**config.mk**
```make
export PLATFORM = sky130hd
export DESIGN_NAME = bin2bcd4_lut
export DESIGN_NICKNAME = d
export VERILOG_FILES = /design/src/rtl/bcd4_lut_pkg.sv /design/src/rtl/bcd_pair_rom.sv /design/src/rtl/bcd_out_stage.sv /design/src/rtl/bin2bcd4_lut.sv
export SDC_FILE = /design/constraint.sdc
export NUM_CORES = 1
export LEC_CHECK = 0
export BUFFER_PORTS_ARGS = -buffer_cell sky130_fd_sc_hd__buf_2
export CORE_MARGIN = 1.5
export CORE_UTILIZATION = 55
export DETAILED_ROUTE_END_ITERATION = 10
export PLACE_DENSITY = 0.73
export SYNTH_ARGS = -nofsm -noshare
export SYNTH_HDL_FRONTEND = slang
export SYNTH_SLANG_ARGS = --single-unit
```
**constraint.sdc**
```tcl
create_clock -name clk -period 26.5 [get_ports clk]
set_input_delay 5.3 -clock clk [delete_from_list [all_inputs] [get_ports clk]]
set_output_delay 5.3 -clock clk [all_outputs]
set_load 0.005 [all_outputs]
```
**src/rtl/bcd4_lut_pkg.sv**
```systemverilog
package bcd4_lut_pkg;

  localparam int unsigned DIG_W   = 4;
  localparam int unsigned N_DIG   = 4;
  localparam int unsigned PAIR_W  = 2 * DIG_W;
  localparam int unsigned BCD_W   = N_DIG * DIG_W;

  // Decimal digit number 'pos' (0 = units) of 'value'.
  function automatic logic [DIG_W-1:0] dec_digit(input int unsigned value,
                                                 input int unsigned pos);
    int unsigned v;
    v = value;
    for (int unsigned i = 0; i < N_DIG - 1; i++) begin
      if (i < pos) v = v / 10;
    end
    return DIG_W'(v % 10);
  endfunction

  // One table entry: two adjacent digits, the higher-order digit in the upper nibble.
  function automatic logic [PAIR_W-1:0] pair_entry(input int unsigned value,
                                                   input logic upper);
    int unsigned base;
    base = upper ? 2 : 0;
    return {dec_digit(value, base + 1), dec_digit(value, base)};
  endfunction

endpackage

```
**src/rtl/bcd_pair_rom.sv**
```systemverilog
module bcd_pair_rom
  import bcd4_lut_pkg::*;
#(
  parameter int unsigned ADDR_W = 13,
  parameter bit          UPPER  = 1'b0
) (
  input  logic [ADDR_W-1:0] addr,
  output logic [PAIR_W-1:0] pair
);

  // The table content is a constant function of the address. Each
  // variant selects which digit pair it returns.
  generate
    if (UPPER) begin : g_high_pair
      always_comb pair = pair_entry(32'(addr), 1'b1);
    end else begin : g_low_pair
      always_comb pair = pair_entry(32'(addr), 1'b0);
    end
  endgenerate

endmodule

```
**src/rtl/bcd_out_stage.sv**
```systemverilog
module bcd_out_stage
  import bcd4_lut_pkg::*;
(
  input  logic              clk,
  input  logic              rst,
  input  logic              capture,
  input  logic [PAIR_W-1:0] lo_pair,
  input  logic [PAIR_W-1:0] hi_pair,
  output logic              q_valid,
  output logic [BCD_W-1:0]  q_bcd
);

  always_ff @(posedge clk) begin
    if (rst) begin
      q_valid <= 1'b0;
      q_bcd   <= '0;
    end else begin
      q_valid <= capture;
      if (capture) q_bcd <= {hi_pair, lo_pair};
    end
  end

endmodule

```
**src/rtl/bin2bcd4_lut.sv**
```systemverilog
module bin2bcd4_lut
  import bcd4_lut_pkg::*;
#(
  parameter int unsigned ADDR_W = 13
) (
  input  logic              clk,
  input  logic              rst,
  input  logic              in_valid,
  input  logic [ADDR_W-1:0] in_bin,
  output logic              out_valid,
  output logic [BCD_W-1:0]  out_bcd
);

  logic [PAIR_W-1:0] lo_pair_w;
  logic [PAIR_W-1:0] hi_pair_w;

  bcd_pair_rom #(.ADDR_W(ADDR_W), .UPPER(1'b0)) lo_rom_i (
    .addr (in_bin),
    .pair (lo_pair_w)
  );

  bcd_pair_rom #(.ADDR_W(ADDR_W), .UPPER(1'b1)) hi_rom_i (
    .addr (in_bin),
    .pair (hi_pair_w)
  );

  bcd_out_stage out_i (
    .clk     (clk),
    .rst     (rst),
    .capture (in_valid),
    .lo_pair (lo_pair_w),
    .hi_pair (hi_pair_w),
    .q_valid (out_valid),
    .q_bcd   (out_bcd)
  );

  // Named digit views used by the checks below.
  logic [DIG_W-1:0] units_q, tens_q, hund_q, thou_q;
  assign units_q = out_bcd[3:0];
  assign tens_q  = out_bcd[7:4];
  assign hund_q  = out_bcd[11:8];
  assign thou_q  = out_bcd[15:12];


  reset_clear_chk: assert property (@(posedge clk)
    rst |=> (!out_valid && out_bcd == '0));


  valid_rise_chk: assert property (@(posedge clk) disable iff (rst)
    in_valid |=> out_valid);


  valid_fall_chk: assert property (@(posedge clk) disable iff (rst)
    !in_valid |=> !out_valid);


  value_match_chk: assert property (@(posedge clk) disable iff (rst)
    in_valid |=> (32'(thou_q) * 1000 + 32'(hund_q) * 100 + 32'(tens_q) * 10
                  + 32'(units_q)) == 32'($past(in_bin)));


  thou_cap_chk: assert property (@(posedge clk) disable iff (rst)
    thou_q <= 4'd8);


  nibble_legal_chk: assert property (@(posedge clk) disable iff (rst)
    units_q <= 4'd9 && tens_q <= 4'd9 && hund_q <= 4'd9 && thou_q <= 4'd9);


  hold_chk: assert property (@(posedge clk) disable iff (rst)
    !in_valid |=> $stable(out_bcd));

endmodule

```
==> qor.csv <==
stage;metric;value;unit
placement;dp_hpwl;12600;µm
pwr;pwr-share-comb;88.7;%
worst_setup_path;slowest_delay;960;ps
sta;fin_crit;16450;ps
cts;clkLatencyLatePin;260;ps
layout;antenna_cells;0;
layout;nets;837;
sta;max-slew-margin-rel;21.2;%
pwr;share_clk_of_total_power;4.3;%
layout;areaGrowthSynthToFinish;3.74;%
routing;route.detailed.drc;0;
global_routing;grt.total_usage;31.1;%
global_routing;overflow;0;
global_routing;grt_pass1_wl;27300;µm
cts;numCtsBuffers;3;
floorplan;die_h;102;µm
cts;htreeDepth;1;
sta;worstMarginPinSlew;1180;ps
pwr;switchingPower;271;µW
synthesis;ys_warn_count;0;
cts;cts_resized;0;
worst_setup_path;crit_fanout;19;
routing;drt_iter0_drc;611;
pwr;p_leak;0.00210;µW
floorplan;die_w;102;µm
synthesis;synth_ff_type;dfxtp_1;
sta;fin_setup_tns;0;ps
layout;most-common-layout-cells;nor2_1, nand2_1, a21oi_1, o21ai_0, xnor2_1;
pwr;peakVddDrop;0.0432;mV
min_path;hp-class;flop to flop;
global_routing;antenna_found_initial;0;
floorplan;num_rows;36;
worst_setup_path;cp-start-kind;input port;
synthesis;ys_seq_elements;17;
sta;holdWs;476;ps
worst_setup_path;crit_type;input port to flop;
routing;routedWlPerCell;17.5;µm
layout;utilization;58.1;%
routing;avgViaCountPerCell;6.93;
worst_setup_path;arrival;16620;ps
run_status;status;finished clean;
placement;gp_congestion;0.933;
synthesis;synthCells;809;
worst_setup_path;cp_data_required_time;26680;ps
sta;finClkSkew;0;ps
layout;drive_gt1_share;12.5;%
synthesis;ys_types;108;
sta;report.final.hold_viol_count;0;
cts;cts_tree;yes;
global_routing;grt_max_degree;24;
sta;slew_violations;0;
synthesis;synth.avg_cell_area;6.71;µm²
synthesis;synth-edff-count;0;
cts;clockBufferDepth;2;
run;cap_violations;0;
pwr;power_density;83.8;nW/µm²
floorplan;initial_utilization;56.0;%
cts;hold_buffers;0;
pwr;switching_share;57.5;%
global_routing;first_global_vias;5864;
pwr;p_int;200;µW
synthesis;synth-seq-area-share;6.27;%
routing;wirelength;16400;µm
placement;io_buffers;32;
floorplan;die_area;10500;µm²
pwr;p_seq_share;7.0;%
cts;clkTransAtPathRegs;70;ps
sta;fmax;60.8;MHz
worst_setup_path;cpMostUsedCell;nor2_1;
routing;dr_total_vias;6506;
sta;setup_viol;0;
synthesis;syn_area;5430;µm²
worst_setup_path;cp_slowest_cell;nor2_1;
layout;final_common_cell;nor2_1;
routing;ant_nets;0;
cts;cts_root_buf;clkbuf_8;
floorplan;pin_count;33;
floorplan;coreArea;9680;µm²
routing;drtPass1Iterations;6;
cts;post-cts-setup-buffers;0;
sta;rsz0062_at_grt;no;
worst_setup_path;crit_path_end_kind;flop;
synthesis;syn-num-nets;839;
cts;cts_sinks;17;
synthesis;async_flop_share;0;%
sta;fin_crit_sh;62.1;%
[flip-flops by register name (all words and copies together) (netlist names)]
name           count
out_i.q_bcd       16
out_i.q_valid      1
[stage by stage]
stage / worst slack (ps) / cells / power, µW / instance area [µm²]
after floorplan: 12850 / 809 / 364 / 5430
after global placement: 10670 / 935 / 430 / 5580
after detailed placement: 10050 / 935 / 439 / 5580
after CTS: 10300 / 939 / 462 / 5630
after global routing: 8910 / 939 / 513 / 5630
final: 10050 / 939 / 472 / 5630
[final timing paths]
path | start | endpoint | slack [ps] | cells past startpoint
hold reg to reg | out_i.q_bcd[11] | out_i.q_bcd[11] | 480 | 2
setup reg to reg | out_i.q_bcd[10] | out_i.q_bcd[10] | 25780 | 2
hold / removal | out_i.q_bcd[11] | out_i.q_bcd[11] | 480 | 2
setup / recovery | in_bin[10] | out_i.q_bcd[10] | 10050 | 37
[layout make-up]
type                       count  area (µm²)
multi-input combinational    717        4770
fill                         947        4060
sequential                    17         340
timing repair buffer          35         183
tap                          133         166
inverter                      33         124
clock buffer                   3        41.3
clock inverter                 1        5.00
[worst max-delay path, delay by kind of cell]
kind                       cells  cell delay [ps]
and+or+nand+nor               13             5220
xor gates and xnor gates       2              370
muxes                          1              480
AOI/OAI and AO/OA             12             3430
adders and majority gates      3              800
buffers and inverters          6             1020
[Yosys cell counts, drive strengths merged (5+ instances only)]
cell type / number / area [µm²]
a211oi: 12 / 95.1
a21boi: 6 / 45.1
a21o: 8 / 60.1
a21oi: 62 / 325
a221o: 6 / 60.1
a22oi: 7 / 52.6
a311oi: 10 / 100
a31o: 9 / 78.8
a31oi: 9 / 62.6
and2: 10 / 62.6
and3: 6 / 42.5
buf: 21 / 114
clkbuf: 21 / 78.8
dfxtp: 17 / 340
ha: 14 / 175
inv: 32 / 120
mux2: 5 / 56.3
mux2i: 14 / 140
nand2: 78 / 295
nand2b: 11 / 68.8
nand3: 26 / 130
nand4: 9 / 56.3
nor2: 98 / 392
nor2b: 9 / 63.8
nor3: 34 / 191
nor4: 12 / 87.6
o2111a: 6 / 67.6
o211a: 6 / 60.1
o211ai: 18 / 149
o21a: 9 / 78.8
o21ai: 67 / 339
o221ai: 5 / 43.8
o22ai: 5 / 31.3
o311ai: 5 / 43.8
o31ai: 9 / 86.3
o32ai: 7 / 95.1
or2: 11 / 68.8
or3: 6 / 37.5
xnor2: 35 / 322
[metal layers]
metal  GRT usage (%)  vias up  wire [µm]
li1                -     3091          -
met1            41.9     3059       7180
met2            51.8      320       7780
met3            4.72       36       1220
met4            7.90        0        240
met5               0        -          0
[power groups by stage]
| stage | Combinational [µW] | Sequential [µW] | Clock [µW] |
|---|---|---|---|
| global route | 458 | 33.6 | 21.7 |
| floorplan | 330 | 34.0 | 0 |
| global placement | 397 | 33.2 | 0 |
| CTS | 408 | 32.9 | 20.6 |
| detailed placement | 406 | 33.5 | 0 |
| finish | 418 | 32.8 | 20.3 |
[kinds of logic (layout without fill, tap and decap cells)]
kind of cell	Yosys count	in the layout	share of synthesized area, %
buffers and inverters	75	72	5.83
AOI/OAI and AO/OA	312	312	42.8
xor gates and xnor gates	39	39	6.57
DFF	17	17	6.27
muxes	19	19	3.62
adders and majority gates	15	15	3.41
and+or+nand+nor	332	332	31.5
Note: power is estimated with default switching activity, not from simulation.
